<file path="src/rtl/prs_pkg.sv">
package prs_pkg;

   localparam logic [1:0] TR_IDLE   = 2'b00;
   localparam logic [1:0] TR_BUSY   = 2'b01;
   localparam logic [1:0] TR_NONSEQ = 2'b10;
   localparam logic [1:0] TR_SEQ    = 2'b11;

   localparam logic [2:0] SZ_WORD       = 3'b010;
   localparam int         PROT_PRIV_BIT = 1;

   localparam int IDX_CTRL   = 0;
   localparam int IDX_STATUS = 1;
   localparam int IDX_SCR0   = 2;

   typedef enum logic [1:0] {
      RSP_OKAY     = 2'b00,
      RSP_ERR_WAIT = 2'b01,
      RSP_ERR_DONE = 2'b10
   } rsp_state_e;

   typedef struct packed {
      logic size_bad;
      logic priv_bad;
      logic align_bad;
      logic map_bad;
   } acc_fault_t;

endpackage

</file>
<file path="src/rtl/prs_access_check.sv">
module prs_access_check
   import prs_pkg::*;
#(
   parameter int ADDR_W   = 8,
   parameter int NUM_REGS = 4,
   parameter int IDX_W    = 2
) (
   input  logic [ADDR_W-1:0] addr,
   input  logic [2:0]        size,
   input  logic [3:0]        prot,
   input  logic              priv_only,
   input  logic              align_chk,
   output logic              legal,
   output logic [IDX_W-1:0]  idx,
   output acc_fault_t        fault
);

   localparam int WORD_W = ADDR_W - 2;

   logic [WORD_W-1:0] word;
   logic              mapped;
   logic              unused_prot;

   assign word        = addr[ADDR_W-1:2];
   assign idx         = word[IDX_W-1:0];
   assign unused_prot = ^{prot[3:2], prot[0]};

   generate
      if ((2 ** WORD_W) <= NUM_REGS) begin : g_full_map
         assign mapped = 1'b1;
      end else begin : g_part_map
         assign mapped = (int'(word) < NUM_REGS);
      end
   endgenerate

   always_comb begin
      fault.size_bad  = (size != SZ_WORD);
      fault.priv_bad  = (prot[PROT_PRIV_BIT] != priv_only);
      fault.align_bad = align_chk && (addr[1:0] != 2'b00);
      fault.map_bad   = !mapped;
      legal           = (fault == '0);
   end

endmodule

</file>
<file path="src/rtl/prs_rsp_fsm.sv">
module prs_rsp_fsm
   import prs_pkg::*;
(
   input  logic clk,
   input  logic rst_n,
   input  logic xfer_start,
   input  logic xfer_legal,
   output logic hreadyout,
   output logic hresp
);

   rsp_state_e state_q, state_d;

   always_comb begin
      state_d = RSP_OKAY;
      case (state_q)
         RSP_ERR_WAIT: state_d = RSP_ERR_DONE;
         default:      state_d = (xfer_start && !xfer_legal) ? RSP_ERR_WAIT : RSP_OKAY;
      endcase
   end

   always_ff @(posedge clk or negedge rst_n) begin
      if (!rst_n) state_q <= RSP_OKAY;
      else        state_q <= state_d;
   end

   assign hreadyout = (state_q != RSP_ERR_WAIT);
   assign hresp     = (state_q != RSP_OKAY);

endmodule

</file>
<file path="src/rtl/prs_reg_bank.sv">
module prs_reg_bank
   import prs_pkg::*;
#(
   parameter int DATA_W      = 32,
   parameter int NUM_SCRATCH = 2,
   parameter int IDX_W       = 2
) (
   input  logic                          clk,
   input  logic                          rst_n,
   input  logic                          wr_en,
   input  logic [IDX_W-1:0]              wr_idx,
   input  logic [DATA_W-1:0]             wr_data,
   input  logic [DATA_W-1:0]             set_bits,
   input  logic [IDX_W-1:0]              rd_idx,
   output logic [DATA_W-1:0]             rd_data,
   output logic [DATA_W-1:0]             ctrl_q,
   output logic [DATA_W-1:0]             stat_q,
   output logic [NUM_SCRATCH*DATA_W-1:0] scratch_flat
);

   localparam int NUM_REGS = 2 + NUM_SCRATCH;

   logic [DATA_W-1:0] words [NUM_REGS];
   logic [DATA_W-1:0] clr_bits;

   always_ff @(posedge clk or negedge rst_n) begin
      if (!rst_n)                                     ctrl_q <= '0;
      else if (wr_en && int'(wr_idx) == IDX_CTRL)     ctrl_q <= wr_data;
   end

   assign clr_bits = (wr_en && int'(wr_idx) == IDX_STATUS) ? wr_data : '0;

   always_ff @(posedge clk or negedge rst_n) begin
      if (!rst_n) stat_q <= '0;
      else        stat_q <= (stat_q & ~clr_bits) | set_bits;
   end

   assign words[IDX_CTRL]   = ctrl_q;
   assign words[IDX_STATUS] = stat_q;

   generate
      for (genvar k = 0; k < NUM_SCRATCH; k++) begin : g_scr
         logic [DATA_W-1:0] scr_q;
         always_ff @(posedge clk or negedge rst_n) begin
            if (!rst_n)                                      scr_q <= '0;
            else if (wr_en && int'(wr_idx) == IDX_SCR0 + k)  scr_q <= wr_data;
         end
         assign words[IDX_SCR0+k]               = scr_q;
         assign scratch_flat[k*DATA_W +: DATA_W] = scr_q;
      end
   endgenerate

   always_comb begin
      rd_data = '0;
      for (int i = 0; i < NUM_REGS; i++) begin
         if (int'(rd_idx) == i) rd_data = words[i];
      end
   end

endmodule

</file>
<file path="src/rtl/prs_reg_slave.sv">
module prs_reg_slave
   import prs_pkg::*;
#(
   parameter int ADDR_W      = 8,
   parameter int DATA_W      = 32,
   parameter int NUM_SCRATCH = 2
) (
   input  logic                          clk,
   input  logic                          rst_n,
   input  logic                          hsel,
   input  logic [ADDR_W-1:0]             haddr,
   input  logic [1:0]                    htrans,
   input  logic                          hwrite,
   input  logic [2:0]                    hsize,
   input  logic [3:0]                    hprot,
   input  logic [DATA_W-1:0]             hwdata,
   input  logic                          priv_only_i,
   input  logic                          align_chk_i,
   input  logic [DATA_W-1:0]             status_set_i,
   output logic [DATA_W-1:0]             hrdata,
   output logic                          hreadyout,
   output logic                          hresp,
   output logic [DATA_W-1:0]             ctrl_en_o,
   output logic [DATA_W-1:0]             status_o,
   output logic [NUM_SCRATCH*DATA_W-1:0] scratch_o
);

   localparam int NUM_REGS = 2 + NUM_SCRATCH;
   localparam int IDX_W    = $clog2(NUM_REGS);

   generate
      if (DATA_W != 32) begin : g_bad_width
         $error("prs_reg_slave: only 32-bit data is supported");
      end
      if (NUM_SCRATCH < 1) begin : g_bad_scr
         $error("prs_reg_slave: NUM_SCRATCH must be at least 1");
      end
      if (ADDR_W < IDX_W + 2) begin : g_bad_addr
         $error("prs_reg_slave: ADDR_W too small for the register count");
      end
   endgenerate

   logic             addr_phase;
   logic             acc_legal;
   logic [IDX_W-1:0] acc_idx;
   acc_fault_t       acc_fault;
   logic             dp_wr_q, dp_rd_q;
   logic [IDX_W-1:0] dp_idx_q;
   logic [DATA_W-1:0] rd_word;
   logic             unused_sig;

   assign unused_sig = htrans[0] ^ (^acc_fault);
   assign addr_phase = hsel && htrans[1] && hreadyout;

   prs_access_check #(
      .ADDR_W   (ADDR_W),
      .NUM_REGS (NUM_REGS),
      .IDX_W    (IDX_W)
   ) u_check (
      .addr      (haddr),
      .size      (hsize),
      .prot      (hprot),
      .priv_only (priv_only_i),
      .align_chk (align_chk_i),
      .legal     (acc_legal),
      .idx       (acc_idx),
      .fault     (acc_fault)
   );

   prs_rsp_fsm u_rsp (
      .clk        (clk),
      .rst_n      (rst_n),
      .xfer_start (addr_phase),
      .xfer_legal (acc_legal),
      .hreadyout  (hreadyout),
      .hresp      (hresp)
   );

   always_ff @(posedge clk or negedge rst_n) begin
      if (!rst_n) begin
         dp_wr_q  <= 1'b0;
         dp_rd_q  <= 1'b0;
         dp_idx_q <= '0;
      end else begin
         dp_wr_q  <= addr_phase && acc_legal && hwrite;
         dp_rd_q  <= addr_phase && acc_legal && !hwrite;
         if (addr_phase) dp_idx_q <= acc_idx;
      end
   end

   prs_reg_bank #(
      .DATA_W      (DATA_W),
      .NUM_SCRATCH (NUM_SCRATCH),
      .IDX_W       (IDX_W)
   ) u_bank (
      .clk          (clk),
      .rst_n        (rst_n),
      .wr_en        (dp_wr_q),
      .wr_idx       (dp_idx_q),
      .wr_data      (hwdata),
      .set_bits     (status_set_i),
      .rd_idx       (dp_idx_q),
      .rd_data      (rd_word),
      .ctrl_q       (ctrl_en_o),
      .stat_q       (status_o),
      .scratch_flat (scratch_o)
   );

   assign hrdata = dp_rd_q ? rd_word : '0;

endmodule

</file>
<file path="config.mk">
export PLATFORM = sky130hd
export DESIGN_NAME = prs_reg_slave
export DESIGN_NICKNAME = d
export VERILOG_FILES = /design/src/rtl/prs_pkg.sv /design/src/rtl/prs_access_check.sv /design/src/rtl/prs_rsp_fsm.sv /design/src/rtl/prs_reg_bank.sv /design/src/rtl/prs_reg_slave.sv
export SDC_FILE = /design/constraint.sdc
export NUM_CORES = 1
export LEC_CHECK = 0
export ABC_AREA = 0
export BUFFER_PORTS_ARGS = -buffer_cell sky130_fd_sc_hd__buf_2
export CAP_MARGIN = 10
export CORE_UTILIZATION = 45
export CTS_BUF_LIST = sky130_fd_sc_hd__clkbuf_8
export DETAILED_ROUTE_END_ITERATION = 12
export HOLD_SLACK_MARGIN = 0.1
export PLACE_DENSITY = 0.78
export SYNTH_ARGS = -nofsm -noshare
export SYNTH_HDL_FRONTEND = slang
export SYNTH_HIERARCHICAL = 1
export SYNTH_SLANG_ARGS = --single-unit
</file>
<file path="constraint.sdc">
create_clock -name clk -period 1.9 [get_ports clk]
set_clock_uncertainty 0.2 [all_clocks]
set_input_delay 0.38 -clock clk [delete_from_list [all_inputs] [get_ports clk]]
set_output_delay 0.38 -clock clk [all_outputs]
set_load 0.05 [all_outputs]
</file>
-- After elaboration in Yosys (flattened, before gate mapping)
Index checks and enable logic that the tools add are counted.
- output and inout port bits: 162
- register bits: 134
- logic and storage cells: 45
- input bits: 87
- equality and inequality tests: 7
- mux-type cells: 8
- reduce and logical (&&, ||, !) cells: 18
- order comparisons: 1
- bitwise logic cells: 3
- operator list (kind ; number):
    $mux 32 ; 6
    $and 32x32->32 ; 1
    $not 32->32 ; 1
    $or 32x32->32 ; 1
    $logic_and 1x1->1 ; 11
    $lt 6x3->1 const B ; 1
    $eq 2x1->1 const B ; 2
    $eq 2x2->1 const B ; 2
    $logic_not 4->1 ; 1
    $reduce_bool 2->1 ; 2
    $logic_not 1->1 ; 3
    $ne 3x2->1 const B ; 1
    $logic_not 2->1 ; 1
    $mux 2 ; 1
    $ne 2x1->1 const B ; 1
    $mux 1 ; 1
    $ne 1x1->1 ; 1

-- Depth between registers and ports, before layout
Gate-level depths: netlist of run 1.
- word-level depth: 7
- mapped depth: 4
- depth with buffers taken out: 4

-- Cells and area by module
The synthesis of run 1 kept the hierarchy.
- by module, submodules not included (module ; instances ; cells each ; sequential area each (µm²) ; area each (µm²)):
    prs_reg_bank ; 1 ; 376 ; 3203.1 ; 5589.1
    prs_reg_slave ; 1 ; 46 ; 100.1 ; 374.1
    prs_rsp_fsm ; 1 ; 6 ; 50.0 ; 86.3
    prs_access_check ; 1 ; 7 ; 0.0 ; 63.8

-- Worst setup path before layout of run 1
OpenSTA, ideal clock, no wires.
- path type: register -> output
- from: register dp_idx_q[1]
- to: output port hrdata[10]
- cell stages (with the launch flop): 5
- buffers on the path: 2
- arrival: 1.619 ns
- data required time: 1.320 ns
- path slack: -0.299 ns
- cell sequence: dfrtp_1 > buf_2 > buf_4 > mux4_2 > and2_1
- longest elaborated chain between the ends: 6
- elaborated cells between the ends (all ways): 9
- those cells by class: eq/ne (3); mux (5); reduce/logical (1)
- RTL lines (element ; RTL line ; source):
    from (decl) ; prs_reg_slave.sv:48 ; logic [IDX_W-1:0] dp_idx_q;
    from (signal assigned) ; prs_reg_slave.sv:87 ; if (addr_phase) dp_idx_q <= acc_idx;
    $logic_not 2->1 ; prs_reg_bank.sv:56 ; if (int'(rd_idx) == i) rd_data = words[i];
    $mux 32 (3 in series) ; prs_reg_bank.sv:56 ;
    $mux 32 * ; prs_reg_bank.sv:56 ;
    net rd_word[10] ; prs_reg_slave.sv:49 ; logic [DATA_W-1:0] rd_word;
    $mux 32 * ; prs_reg_slave.sv:109 ; assign hrdata = dp_rd_q ? rd_word : '0;
    to (decl) ; prs_reg_slave.sv:20 ; output logic [DATA_W-1:0] hrdata,
Mark *: on every way through the listed nets, which the timed path passes. The rest lies on a longest branch.

-- Worst setup path in the final report of run 1
- from: register dp_idx_q[1]
- to: output port hrdata[2]
Same word-level chain as after synthesis.

==> results of run 1 <==
logic make-up after synthesis:
logic type	synth area share, %
flip-flops	54.9
multiplexers	30.0
AND/OR/NAND/NOR	7.27
buffers and inverters	4.38
AO/OA/AOI/OAI	3.40
XOR/XNOR	0.143
per-layer routing:
layer	vias to the layer above	wire length [um]	track usage, %
met5	-	0	0
met4	0	681	14.5
met3	54	1270	7.24
met2	282	11400	49.6
met1	2683	8390	33.2
li1	2251	-	-
registers in the layout, summed over array words and instances, names as in the netlist:
signal	count
dp_idx_q	2
u_bank/stat_q	32
u_bank/ctrl_q	32
dp_rd_q	1
u_bank/g_scr.scr_q	64
u_rsp/state_q	2
dp_wr_q	1
power groups by stage:
stage / combinational (W) / clock, W / sequential, W
after global placement: 0.00118 / 0 / 0.00306
final: 0.00155 / 0.00245 / 0.00301
after CTS: 0.00140 / 0.00249 / 0.00300
after global routing: 0.00162 / 0.00260 / 0.00302
after floorplan: 0.000556 / 0 / 0.00331
after detailed placement: 0.00122 / 0 / 0.00306
layout make-up:
cell class | instances | area, um2
Inverter | 34 | 128
Sequential cell | 134 | 3360
Timing Repair Buffer | 353 | 2960
Clock inverter | 14 | 159
Fill cell | 800 | 3220
Clock buffer | 18 | 248
Tap cell | 176 | 220
Multi-Input combinational cell | 242 | 2950
per-stage QoR:
step | hold WS, ns | instances
floorplan | -0.116 | 435
global placement | 0.104 | 847
detailed placement | 0.111 | 847
CTS | 0.141 | 962
global route | 0.160 | 971
finish | 0.174 | 971
critical path, cell delays in order (launching register included):
cell,delay [ns]
dfrtp_2,0.39
buf_12,0.14
buf_16,0.14
mux4_2,0.53
and2_4,0.17
buf_6,0.14
layout by cell type (no fill, tap or decap):
cell / Yosys / layout
buf_4: 8 / 5
and3_4: 1 / 1
nor2b_4: 1 / 1
or4_4: 1 / 1
xor2_1: 1 / 1
buf_2: 13 / 209
o21a_1: 1 / 1
clkbuf_16: 0 / 8
nor3b_2: 2 / 1
bufinv_16: 0 / 3
clkbuf_8: 0 / 18
nor2_1: 34 / 34
nand3_4: 0 / 1
nand3b_1: 1 / 1
buf_8: 0 / 24
buf_12: 0 / 17
buf_16: 0 / 3
a31oi_1: 32 / 32
and2_4: 0 / 32
mux4_2: 32 / 32
clkinvlp_4: 0 / 3
nor4_2: 1 / 1
buf_6: 0 / 17
clkinv_4: 0 / 1
dfrtp_2: 0 / 4
nand4_1: 1 / 1
or2_1: 1 / 1
and3b_2: 0 / 1
dfrtp_1: 134 / 130
inv_1: 34 / 35
mux2_4: 2 / 98
nor3b_4: 0 / 1
inv_6: 0 / 1
clkinv_2: 0 / 5
or3b_2: 1 / 1
dlygate4sd3_1: 0 / 70
worst max-delay path by stage:
| stage | from | to | slack [ns] | cells past startpoint |
|---|---|---|---|---|
| CTS | dp_idx_q[1] | hrdata[12] | -0.67 | 5 |
| finish | dp_idx_q[1] | hrdata[2] | -0.63 | 5 |
| detailed placement | dp_idx_q[1] | hrdata[24] | -0.21 | 4 |
| floorplan | dp_idx_q[1] | hrdata[10] | -0.11 | 4 |
| global route | dp_idx_q[1] | hrdata[2] | -0.70 | 5 |
| global placement | dp_idx_q[1] | hrdata[24] | -0.19 | 4 |
repair_timing:
| item | CTS | global route |
|---|---|---|
| pin swaps | 0 | 25 |
| hold endpoints to repair | 266 | 0 |
| gates resized for setup | 98 | 113 |
| hold buffers | 70 | 0 |
| endpoints found under the setup margin | 80 | 106 |
| gates cloned | 5 | 8 |
| setup buffers | 8 | 7 |
==> flow_summary.ini, run 1 <==
[clock_network]
clkLatencyLatePin_ns = 0.44
cts_tree = built
htree_levels = 4
clockBufferDepth = 2
numCtsBuffers = 17
cts.clk_slew.worst_paths_ns = 0.08
cts_root_buf = clkbuf_8
cts_sinks = 134

[finish]
diodes = 0
synthToLayoutAreaGrowth_pct = 64.0
final_util_pct = 75.7
drive_above_1_share_pct = 61.5
nNetsFinal = 869
fin_area_um2 = 10000

[yosys]
synth_enable_flop_cells = 0
yosysMostFrequentCell = dfrtp_1
synth_ff_type = dfrtp_1
ys_types = 26
synth-seq-cells = 134
synth_top_area_cell = dfrtp_1
yosys_warnings = 6
avgSynthCellArea_um2 = 14.1
synth_top_area_share_pct = 54.9
syn_area_um2 = 6110
syn_inst = 435
async_flop_share_pct = 100
synth.top_cells.by_count = dfrtp_1, mux2_2, inv_1, nor2_1
synth_nets = 522
synth-seq-area-share_pct = 54.9
ys_top_cells_by_area = dfrtp_1, mux2_2, mux4_2, a31oi_1, and2_1

[drt]
vias_per_cell = 5.43
drtIter0Drc = 280
wl_um = 21800
wl_per_cell_um = 22.4
drtAntennaViolNets = 0
drt-pass1-iter-count = 5
drc = 0
num_vias = 5270

[status]
violations = negative setup slack
outcome = finished, violations left

[sta]
setup-violations-final = 144
hold_viol = 0
fin_tns_setup_ns = -26.85
fin_crit_sh_pct = 133
worstMarginPinSlew_ns = 0.386
max_freq_mhz = 395
fin_crit_ns = 2.53
slew_headroom_pct = 74.2
slew_viol_final = 0
rsz0062_at_grt = yes
setup_ws_ns = -0.632

[global_routing]
grt_max_degree = 55
grt_pass1_wl_um = 30300
antenna_found_initial = 0
grt_usage_pct = 28.8
grt_pass1_vias = 5576
grt-ovfl-total = 0

[min_path]
min_to = dp_wr_q
hold_class = in -> reg
hold_path_depth = 5
min-delay-start = haddr[4]

[pwr]
p_total_w = 0.00701
pwr-share-seq_pct = 43.0
combPwrFrac_pct = 22.1
clkPwrFrac_pct = 35.0
power_density_nw_per_um2 = 699
p_leak_nw = 4.95
ir_drop_mv = 0.546
switching_share_pct = 28.4
p_int_w = 0.00502
switching_power_w = 0.00199

[place]
gp_congestion = 0.787
dp_hpwl_um = 11200
placed_area_um2 = 7810
port_buffers = 244
dp_slack_ns = -0.215

[worst_setup_path]
r2r_start = dp_idx_q[1]
rr_worst_depth = 7
crit_required_ns = 1.32
critical_path_class = reg -> out
cp_max_fo = 6
end_kind = output pin
reg2reg_slack_ns = -0.15
cp.arrival_ns = 1.95
worstReg2RegEnd = u_bank/ctrl_q[23]
start_kind = flip-flop

[floorplanning]
io_pins = 249
rows = 42
fp.dieH_um = 119
start_util_pct = 46.2
die_x_um = 119
design.core.area_um2 = 13200
dieArea_um2 = 14100

[run]
maxCapViolCount = 0
Note: power is estimated with default switching activity, not from simulation.
==> run 2, diff against run 1 <==
--- a/config.mk
+++ b/config.mk
@@ -9,7 +9,7 @@
 export BUFFER_PORTS_ARGS = -buffer_cell sky130_fd_sc_hd__buf_2
 export CAP_MARGIN = 10
 export CORE_UTILIZATION = 45
-export CTS_BUF_LIST = sky130_fd_sc_hd__clkbuf_8
+export CTS_BUF_LIST = sky130_fd_sc_hd__clkbuf_2
 export DETAILED_ROUTE_END_ITERATION = 12
 export HOLD_SLACK_MARGIN = 0.1
 export PLACE_DENSITY = 0.78
==> run 2 against run 1 <==
  * The flow still finishes with violations (negative setup slack)
  * Sequential power is essentially flat
  * Design area grew 5.9%
  * Total power shrank 7.1%
  * Fmax shrank 11%
  * Worst setup slack lost 0.30 ns
  * Sequential share of layout area shrank 1.9 points
  * Worst hold slack gained 0.050 ns
  * Largest power group unchanged
  * Highest routed layer unchanged
==> flow_summary.ini, run 2 (same netlist as run 1, synthesis figures left out) <==
[status]
outcome = finished, violations left
violations = negative setup slack

[place]
placed_area_um2 = 7810
dp_hpwl_um = 11200
gp_congestion = 0.787
dp_slack_ns = -0.215
port_buffers = 244

[global_routing]
grt_pass1_vias = 5865
grt_max_degree = 55
antenna_found_initial = 1
grt_usage_pct = 30.6
grt-ovfl-total = 0
grt_pass1_wl_um = 32100

[floorplanning]
die_x_um = 119
dieArea_um2 = 14100
start_util_pct = 46.2
rows = 42
io_pins = 249
design.core.area_um2 = 13200
fp.dieH_um = 119

[sta]
slew_viol_final = 0
fin_crit_ns = 2.83
setup-violations-final = 261
hold_viol = 0
fin_crit_sh_pct = 149
max_freq_mhz = 353
worstMarginPinSlew_ns = 0.468
rsz0062_at_grt = yes
slew_headroom_pct = 68.8
setup_ws_ns = -0.933

[clock_network]
cts_tree = built
cts_sinks = 134
htree_levels = 4
cts_root_buf = clkbuf_2
numCtsBuffers = 17
clkLatencyLatePin_ns = 0.69
clockBufferDepth = 2
cts.clk_slew.worst_paths_ns = 0.22

[drt]
drt-pass1-iter-count = 5
wl_um = 24600
drtIter0Drc = 356
num_vias = 5564
drtAntennaViolNets = 0
drc = 0
vias_per_cell = 5.67
wl_per_cell_um = 25.0

[finish]
layout_commonest_cell = dfrtp_1
nNetsFinal = 879
synthToLayoutAreaGrowth_pct = 73.7
reg_top3 = u_bank/g_scr.scr_q (64), u_bank/ctrl_q (32), u_bank/stat_q (32)
nFillCells = 686
drive_above_1_share_pct = 62.0
largest_register_ffs = 64
final_cell_mix = dfrtp_1, buf_6, mux2_4
regMostFlops = u_bank/g_scr.scr_q
fin_area_um2 = 10600
final_util_pct = 80.2

[run]
maxCapViolCount = 0

[pwr]
p_leak_nw = 5.14
ir_drop_mv = 0.470
power_density_nw_per_um2 = 613
p_total_w = 0.00651

[min_path]
hold_path_depth = 3
hold_class = in -> reg
min-delay-start = hwdata[5]

[worst_setup_path]
cp-startpoint = dp_idx_q[1]
start_kind = flip-flop
cp.arrival_ns = 2.25
crit_required_ns = 1.32
reg2reg_slack_ns = -0.29
end_kind = output pin
critical_path_class = reg -> out
cp_max_fo = 6
rr_worst_depth = 8
r2r_start = dp_idx_q[1]
crit_path_top_delay_cell = mux4_2
crit_chain = buf_12 > buf_16 > mux4_2 > and2_4 > buf_6
critPathMaxStageDelay_ns = 0.54
## run 2: final cells by class
| class | count | area (um2) | share of cell area (%) |
|---|---|---|---|
| antenna | 1 | 2.50 | 0.0236 |
| clock buffer | 18 | 90.1 | 0.848 |
| clock inverter | 14 | 159 | 1.50 |
| inverter | 34 | 128 | 1.20 |
| multi-input combinational | 242 | 2990 | 28.1 |
| sequential | 134 | 3360 | 31.6 |
| tap | 176 | 220 | 2.07 |
| timing repair buffer | 363 | 3670 | 34.6 |
## run 2: worst max-delay path: cells and delay by family (launching register included)
family	cells	cell delay, ns
flip-flops	1	0.43
multiplexers	1	0.54
buffers and inverters	3	0.42
AND/OR/NAND/NOR	1	0.16
## run 2: routing by layer
layer / GRT usage, % / up-vias / part of all wire (%)
met1: 33.2 / 2846 / 36
met4: 16.6 / 0 / 5.2
met2: 53.5 / 347 / 52
li1: - / 2273 / -
met5: 0 / - / 0
met3: 8.88 / 98 / 6.8
## run 2: report_power, final
group | switching, W | internal (W) | total (W) | leakage (nW)
Combinational | 0.000818 | 0.000844 | 0.00166 | 3.45
Sequential | 0.0000931 | 0.00294 | 0.00303 | 1.55
Clock | 0.00109 | 0.000727 | 0.00182 | 0.147
## run 2: worst paths after layout
check,end
worst min-delay path,u_bank/stat_q[5]
worst min register to register,u_bank/g_scr[0].scr_q[25]
worst max register to register,u_bank/ctrl_q[15]
min in group asynchronous,u_bank/stat_q[0]
max in group asynchronous,u_bank/g_scr[0].scr_q[8]
worst max-delay path,hrdata[3]
## run 2: per-stage QoR
step	hold WS [ns]	setup TNS, ns	cells
after floorplan	-0.116	-3.17	435
after global placement	0.104	-6.27	847
after detailed placement	0.111	-8.08	847
after CTS	0.112	-53.02	970
after global routing	0.146	-74.23	982
final	0.224	-50.57	982
## run 2: repair_timing
item                                    in CTS  in global routing
cloned                                       6                  8
buffers inserted                            11                 10
endpoints found under the setup margin     223                250
pin swaps                                    0                 27
gates resized for setup                    260                167
hold buffers                                74                  0
endpoints found under the hold margin      267                  0
==> run 3, diff against run 2 <==
--- a/config.mk
+++ b/config.mk
@@ -13,6 +13,7 @@
 export DETAILED_ROUTE_END_ITERATION = 12
 export HOLD_SLACK_MARGIN = 0.1
 export PLACE_DENSITY = 0.78
+export SETUP_SLACK_MARGIN = 0.02
 export SYNTH_ARGS = -nofsm -noshare
 export SYNTH_HDL_FRONTEND = slang
 export SYNTH_HIERARCHICAL = 1
==> run 3 against run 2 <==
  * The run still ends with negative setup slack left
  * Final cell count is 0.31% higher
  * Combinational power hardly changed
  * Sequential cell count stayed put
  * Total power is 0.54% higher
  * Worst setup slack worse by 0.014 ns
  * Non-clock buffer count is 3 higher
  * Die area stayed put
  * Global-route usage stayed put
==> flow_summary.ini, run 3 (same netlist as run 1, synthesis figures left out) <==
[status]
outcome = finished, violations left
violations = negative setup slack

[global_routing]
grt-ovfl-total = 0
grt_pass1_vias = 5865
grt_pass1_wl_um = 32100
antenna_found_initial = 1
grt_usage_pct = 30.6
grt_max_degree = 55

[sta]
fin_crit_sh_pct = 150
fin_crit_ns = 2.85
rsz0062_at_grt = yes
hold_viol = 0
fin_tns_setup_ns = -52.19
slew_viol_final = 0
max_freq_mhz = 351
setup_ws_ns = -0.947
worstMarginPinSlew_ns = 0.482
slew_headroom_pct = 67.9
setup-violations-final = 276

[place]
dp_slack_ns = -0.215
placed_area_um2 = 7810
dp_hpwl_um = 11200
gp_congestion = 0.787
dpl.cell_count = 847
port_buffers = 244

[finish]
nNetsFinal = 882
nFillCells = 670
largest_register_ffs = 64
fin_area_um2 = 10800
regArea_um2 = 3360
multiInputGateArea_um2 = 3100
drive_above_1_share_pct = 63.0
final_cell_mix = dfrtp_1, buf_6, mux2_4
reg_top3 = u_bank/g_scr.scr_q (64), u_bank/ctrl_q (32), u_bank/stat_q (32)
fin_cells = 985
synthToLayoutAreaGrowth_pct = 76.4
regMostFlops = u_bank/g_scr.scr_q
layout_commonest_cell = dfrtp_1

[min_path]
hold_class = in -> reg

[pwr]
p_leak_nw = 5.20
ir_drop_mv = 0.536
power_density_nw_per_um2 = 607
p_total_w = 0.00655

[drt]
wl_um = 25500
drtIter0Drc = 325
wl_per_cell_um = 25.9
drtAntennaViolNets = 0
vias_per_cell = 5.79
drc = 0
drt-pass1-iter-count = 7
num_vias = 5699

[clock_network]
cts_tree = built
cts.clk_slew.worst_paths_ns = 0.23
cts_root_buf = clkbuf_2
cts_sinks = 134
htree_levels = 4
numCtsBuffers = 17
clockBufferDepth = 2
clkLatencyLatePin_ns = 0.70

[worst_setup_path]
cp.arrival_ns = 2.27
crit_required_ns = 1.32
start_kind = flip-flop
cp_max_fo = 6
critical_path_class = reg -> out
end_kind = output pin

[floorplanning]
rows = 42
io_pins = 249
dieArea_um2 = 14100
design.core.area_um2 = 13200
start_util_pct = 46.2
fp.dieH_um = 119
die_x_um = 119

[run]
maxCapViolCount = 0
## run 3: cell types whose count changed in the layout (fill, tap and decap cells not counted), sizes merged
cell | before | now
buf | 281 | 283
clkbuf | 26 | 27
## run 3: power by group
part,total [W],switching (W),internal [W]
clock,0.00183,0.00110,0.000727
sequential,0.00303,0.0000946,0.00294
combinational,0.00168,0.000835,0.000847
## run 3: final timing paths
path                                                start                   endpoint  slack, ns  cells after the start
worst min-delay path                            hwdata[5]           u_bank/stat_q[5]       0.21                      3
max in group asynchronous                           rst_n  u_bank/g_scr[0].scr_q[14]       0.41                      4
min in group asynchronous                           rst_n          u_bank/stat_q[30]       0.42                      3
worst min register to register  u_bank/g_scr[1].scr_q[13]  u_bank/g_scr[1].scr_q[13]       0.38                      1
worst max-delay path                          dp_idx_q[1]                 hrdata[18]      -0.95                      5
worst max register to register                dp_idx_q[1]          u_bank/ctrl_q[28]      -0.27                      8
## run 3: stage by stage
step / util, % / hold slack (ns)
floorplan: - / -0.116
global placement: 59.0 / 0.104
detailed placement: 59.0 / 0.111
CTS: 74.1 / 0.112
global route: 81.4 / 0.146
finish: 81.4 / 0.206
## run 3: layout make-up
type	instances	share of cell area [%]
Clock inverter	14	1.47
Tap cell	176	2.04
Sequential cell	134	31.1
Clock buffer	18	0.835
Multi-Input combinational cell	242	28.8
Antenna cell	1	0.0232
Timing Repair Buffer	366	34.5
Inverter	34	1.18
## run 3: layer usage
metal | wire length (um) | GRT usage, % | part of all wire, %
met2 | 13500 | 53.5 | 53
met5 | 0 | 0 | 0
met4 | 1340 | 16.6 | 5.2
met1 | 9010 | 33.2 | 35
met3 | 1730 | 8.88 | 6.8
## run 3: worst max-delay path: stages (launching register included)
cell	delay (ns)
dfrtp_2	0.43
buf_12	0.14
buf_12	0.14
mux4_2	0.53
and2_4	0.17
buf_8	0.14
## run 3: timing repair
action,in CTS,in global routing
pin swaps,0,35
endpoints found under the setup margin,228,268
endpoints found under the hold margin,267,0
setup buffers,11,10
hold buffers,74,0
cloned,6,10
gates resized for setup,260,183
